<file path="config.mk">
export PLATFORM = sky130hd
export DESIGN_NAME = periodic_rate_gen
export DESIGN_NICKNAME = d
export VERILOG_FILES = /design/src/rtl/rate_gen_pkg.sv /design/src/rtl/rate_decode.sv /design/src/rtl/phase_counter.sv /design/src/rtl/periodic_rate_gen.sv
export SDC_FILE = /design/constraint.sdc
export NUM_CORES = 1
export LEC_CHECK = 0
export BUFFER_PORTS_ARGS = -buffer_cell sky130_fd_sc_hd__buf_2
export CAP_MARGIN = 20
export CORE_ASPECT_RATIO = 1.2
export CORE_UTILIZATION = 30
export DETAILED_ROUTE_END_ITERATION = 7
export SETUP_SLACK_MARGIN = 0.15
export SYNTH_ARGS = -nofsm -noshare
export SYNTH_HDL_FRONTEND = slang
export SYNTH_SLANG_ARGS = --single-unit
</file>
<file path="constraint.sdc">
create_clock -name clk_i -period 2.3 [get_ports clk_i]
set_input_delay 0 -clock clk_i [delete_from_list [all_inputs] [get_ports clk_i]]
set_output_delay 0 -clock clk_i [all_outputs]
set_load 0.03 [all_outputs]
</file>
<file path="src/rtl/rate_gen_pkg.sv">
package rate_gen_pkg;
  typedef logic [3:0] rate_code_t;

  // codes 1 and 2 fall back to the slow rates 8 and 9
  function automatic rate_code_t eff_code(input rate_code_t c);
    if (c == 4'd1 || c == 4'd2) return c + 4'd7;
    return c;
  endfunction
endpackage

</file>
<file path="src/rtl/rate_decode.sv">
module rate_decode
  import rate_gen_pkg::*;
#(
  parameter int CNT_W = 15
) (
  input  rate_code_t        code_i,
  input  logic              periodic_en_i,
  input  logic              sqw_en_i,
  output logic              run_o,
  output logic [CNT_W-1:0]  mask_o
);
  rate_code_t eff;
  logic [3:0] shift;

  assign eff   = eff_code(code_i);
  assign shift = (eff == 4'd0) ? 4'd0 : eff - 4'd1;
  assign run_o = (code_i != 4'd0) && (periodic_en_i || sqw_en_i);

  // low (code-1) bits of the count must be zero on a tick
  for (genvar g = 0; g < CNT_W; g++) begin : g_mask
    assign mask_o[g] = (g < int'(shift));
  end
endmodule

</file>
<file path="src/rtl/phase_counter.sv">
module phase_counter #(
  parameter int CNT_W = 15
) (
  input  logic             clk_i,
  input  logic             rst_ni,
  input  logic             step_i,
  output logic [CNT_W-1:0] next_o
);
  logic [CNT_W-1:0] cnt_q;

  assign next_o = cnt_q + 1'b1;

  always_ff @(posedge clk_i or negedge rst_ni) begin
    if (!rst_ni)     cnt_q <= '0;
    else if (step_i) cnt_q <= next_o;
  end
endmodule

</file>
<file path="src/rtl/periodic_rate_gen.sv">
module periodic_rate_gen #(
  parameter int CNT_W = 15
) (
  input  logic       clk_i,
  input  logic       rst_ni,
  input  logic       tick_i,
  input  logic [3:0] rate_code_i,
  input  logic       periodic_en_i,
  input  logic       sqw_en_i,
  output logic       periodic_o,
  output logic       sqw_o
);
  logic             run;
  logic [CNT_W-1:0] mask;
  logic [CNT_W-1:0] cnt_next;
  logic             fire;
  logic             periodic_q, sqw_q;

  rate_decode #(.CNT_W(CNT_W)) i_rate_decode (
    .code_i        (rate_code_i),
    .periodic_en_i (periodic_en_i),
    .sqw_en_i      (sqw_en_i),
    .run_o         (run),
    .mask_o        (mask)
  );

  phase_counter #(.CNT_W(CNT_W)) i_phase_counter (
    .clk_i  (clk_i),
    .rst_ni (rst_ni),
    .step_i (tick_i),
    .next_o (cnt_next)
  );

  assign fire = tick_i && run && ((cnt_next & mask) == '0);

  always_ff @(posedge clk_i or negedge rst_ni) begin
    if (!rst_ni) begin
      periodic_q <= 1'b0;
      sqw_q      <= 1'b0;
    end else begin
      periodic_q <= fire && periodic_en_i;
      sqw_q      <= fire && sqw_en_i;
    end
  end

  assign periodic_o = periodic_q;
  assign sqw_o      = sqw_q;
endmodule

</file>
==> flow_metrics.env <==
export IMPL_final_nets=202
export IMPL_slew_limit_headroom_pct=72.3
export IMPL_die_h_um=80.2
export IMPL_hold_viol_final=0
export IMPL_finalSetupViolCount=0
export IMPL_total_power_w=0.00124
export IMPL_core_area_mm2=0.00490
export IMPL_top_layer_used="met4"
export IMPL_grt_pass1_wl_mm=5.93
export IMPL_timing_fmax_mhz=489
export IMPL_p_clk_share_pct=18.6
export IMPL_worstSkewPairLatency_ns=0.26
export IMPL_post_place_ws_ns=-0.0619
export IMPL_grt_pass1_vias=1333
export IMPL_period_needed_ns=2.05
export IMPL_viasPerCell=5.30
export IMPL_irDropWorstVdd_mv=0.256
export IMPL_die_width_um=67.1
export IMPL_crit_arrival_ns=2.19
export IMPL_min_path_type="input pin to flip-flop"
export IMPL_crit_type="input pin to flip-flop"
export IMPL_htree_levels=1
export IMPL_synth_ff_type="dfrtp_1"
export IMPL_synthToLayoutAreaGrowth_pct=12.9
export IMPL_tritoncts="built"
export IMPL_syn_num_nets=187
export IMPL_num_vias=1309
export IMPL_wl_met3_um=58
export IMPL_synth_edf_count=0
export IMPL_synth_seq_area_share_pct=27.8
export IMPL_finalCritPeriodShare_pct=88.9
export IMPL_portBuffers=10
export IMPL_postRouteAntennaNets=0
export IMPL_ys_types=54
export IMPL_postSynth_asyncResetShare_pct=100
export IMPL_cts_sinks=17
export IMPL_track_usage_pct=14.5
export IMPL_critPathMaxFanout=3
export IMPL_clockBufferDepth=2
export IMPL_cts_root_buffer="clkbuf_8"
export IMPL_switching_share_pct=40.8
export IMPL_synthCells=173
export IMPL_routed_wl_met2_mm=1.69
export IMPL_drive_gt1_share_pct=24.1
export IMPL_wl_per_cell_um=14.1
export IMPL_grt_overflow_total=0
export IMPL_start_util_pct=31.1
export IMPL_maxCapViolCount=0
export IMPL_internal_power_w=0.000734
export IMPL_numCtsBuffers=3
export IMPL_place_detailed_hpwl_mm=2.63
export IMPL_dieArea_mm2=0.00538
export IMPL_grt_setup_unrepaired="no"
export IMPL_num_io_pins=11
export IMPL_dr_pass1_iters=4
export IMPL_met1_length_mm=1.62
export IMPL_synth_area_per_cell_um2=8.83
export IMPL_postCtsSetupRepairBufs=0
export IMPL_grt_max_degree=18
export IMPL_routed_wl_mm=3.47
export IMPL_power_switching_w=0.000507
export IMPL_yosysWarnings=0
export IMPL_outcome="complete, no violations"
export IMPL_fin_ws_ns=0.255
export IMPL_worst_endpoint_required_ns=2.44
export IMPL_setup_tns_ns=0
export IMPL_p_per_area_mw_per_mm2=720
export IMPL_cp_end_kind="flip-flop"
export IMPL_slew_violations=0
export IMPL_routabilityCongestion=0.836
export IMPL_cp_start_kind="input pin"
export IMPL_skew_ns=0.00230
export IMPL_diodes=0
export IMPL_remaining_drc_errors=0
export IMPL_drt_iter0_drc=44
export IMPL_p_leak_nw=0.706
export IMPL_synth_seq_cells=17
export IMPL_antenna_found_initial=0
export IMPL_worst_slew_pin_transition_ns=0.412
export IMPL_power_frac_comb_pct=40.4
export IMPL_fp_row_count=28
export IMPL_seq_power_share_pct=41.0
export IMPL_clkSlewWorstSetupHoldPaths_ns=0.07
export IMPL_syn_area_mm2=0.00153
cell usage in the layout (no fill, tap or decap), types with 3 or more instances in the layout:
cell,count
a21oi_1,5
buf_2,10
buf_4,11
clkbuf_8,3
dfrtp_1,15
dlygate4sd3_1,3
ha_1,4
inv_1,4
nand2_1,9
nand3_1,4
nand4_1,11
nor2_1,14
nor3_1,5
nor3b_1,3
nor4_2,3
o21ai_0,8
o22ai_1,4
o31a_1,3
xnor2_1,11
xor2_1,11
final cells by class:
cell class,count,area (µm²)
clock buffers,4,45.0
repair buffers,24,163
fillers,515,3180
inverters,6,22.5
flip-flops and latches,17,428
multi-input cells,136,991
well taps,60,75.1
critical path: stages:
cell and delay, ns:
buf_2 0.12, inv_2 0.08, ha_4 0.20, nor4_2 0.34
nor2_1 0.08, ha_1 0.31, and2_4 0.17, a221o_1 0.36
a21oi_1 0.17, o22ai_1 0.09, o22ai_1 0.21, nor2_1 0.07
synthesized netlist by cell type (4+ instances only):
| cell | count | share of area, % |
|---|---|---|
| inv_1 | 6 | 1.5 |
| nor2_1 | 15 | 3.7 |
| xor2_1 | 11 | 6.3 |
| dfrtp_1 | 17 | 28 |
| o21ai_0 | 8 | 2.6 |
| ha_1 | 5 | 4.1 |
| nand3_1 | 4 | 1.3 |
| xnor2_1 | 11 | 6.3 |
| nand4_1 | 11 | 4.5 |
| nand2_1 | 9 | 2.2 |
| buf_2 | 4 | 1.3 |
| nor3_1 | 5 | 1.6 |
| o22ai_1 | 4 | 1.6 |
| buf_6 | 4 | 2.9 |
| a21oi_1 | 5 | 1.6 |
sequential cells by signal, summed over array words and instances, names as in the netlist:
name	count
i_phase_counter.cnt_q	15
sqw_o	1
periodic_o	1
stage by stage:
step | area [µm²] | hold WS (ns) | utilization (%) | cells
after floorplan | 1550 | -0.296 | - | 173
after global placement | 1640 | -0.0555 | 33.5 | 240
after detailed placement | 1640 | -0.0496 | 33.5 | 240
after CTS | 1720 | 0.106 | 35.1 | 247
after global routing | 1720 | 0.155 | 35.2 | 247
final | 1720 | 0.109 | 35.2 | 247
cells by family (layout without fill, tap and decap cells):
group	Yosys count	in the layout	share of synthesized area [%]
simple gates	68	68	26.8
compound gates	40	40	19.1
xor+xnor	22	22	12.6
buf+inv	20	34	8.84
flops	17	17	27.8
fa+ha+maj	5	5	4.10
mux	1	1	0.737
timing repair:
action,in CTS,in global routing
setup endpoints to repair,0,2
hold buffers,3,0
hold endpoints to repair,19,0
gates resized for setup,0,3
power by group through the flow:
stage               Combinational, W  Clock (W)  Sequential, W
floorplan                   0.000506          0       0.000418
global placement            0.000491          0       0.000504
detailed placement          0.000495          0       0.000506
CTS                         0.000501   0.000235       0.000500
global route                0.000565   0.000249       0.000527
finish                      0.000502   0.000231       0.000508
metal layers:
layer,vias up,GRT usage (%)
li1,667,-
met1,620,17.2
met2,15,24.8
met3,7,1.28
met4,0,8.51
met5,-,0
final timing paths:
check | from | endpoint | slack, ns | cells past startpoint
setup / recovery | rate_code_i[1] | periodic_o$_DFF_PN0_ | 0.25 | 12
hold / removal | tick_i | i_phase_counter.cnt_q[0]$_DFFE_PN0P_ | 0.11 | 2
setup reg to reg | i_phase_counter.cnt_q[0]$_DFFE_PN0P_ | periodic_o$_DFF_PN0_ | 0.30 | 7
hold reg to reg | i_phase_counter.cnt_q[14]$_DFFE_PN0P_ | i_phase_counter.cnt_q[14]$_DFFE_PN0P_ | 0.49 | 1
max in group asynchronous | rst_ni | i_phase_counter.cnt_q[3]$_DFFE_PN0P_ | 1.79 | 2
min in group asynchronous | rst_ni | i_phase_counter.cnt_q[10]$_DFFE_PN0P_ | 0.19 | 2
Note: power is estimated with default switching activity, not from simulation.
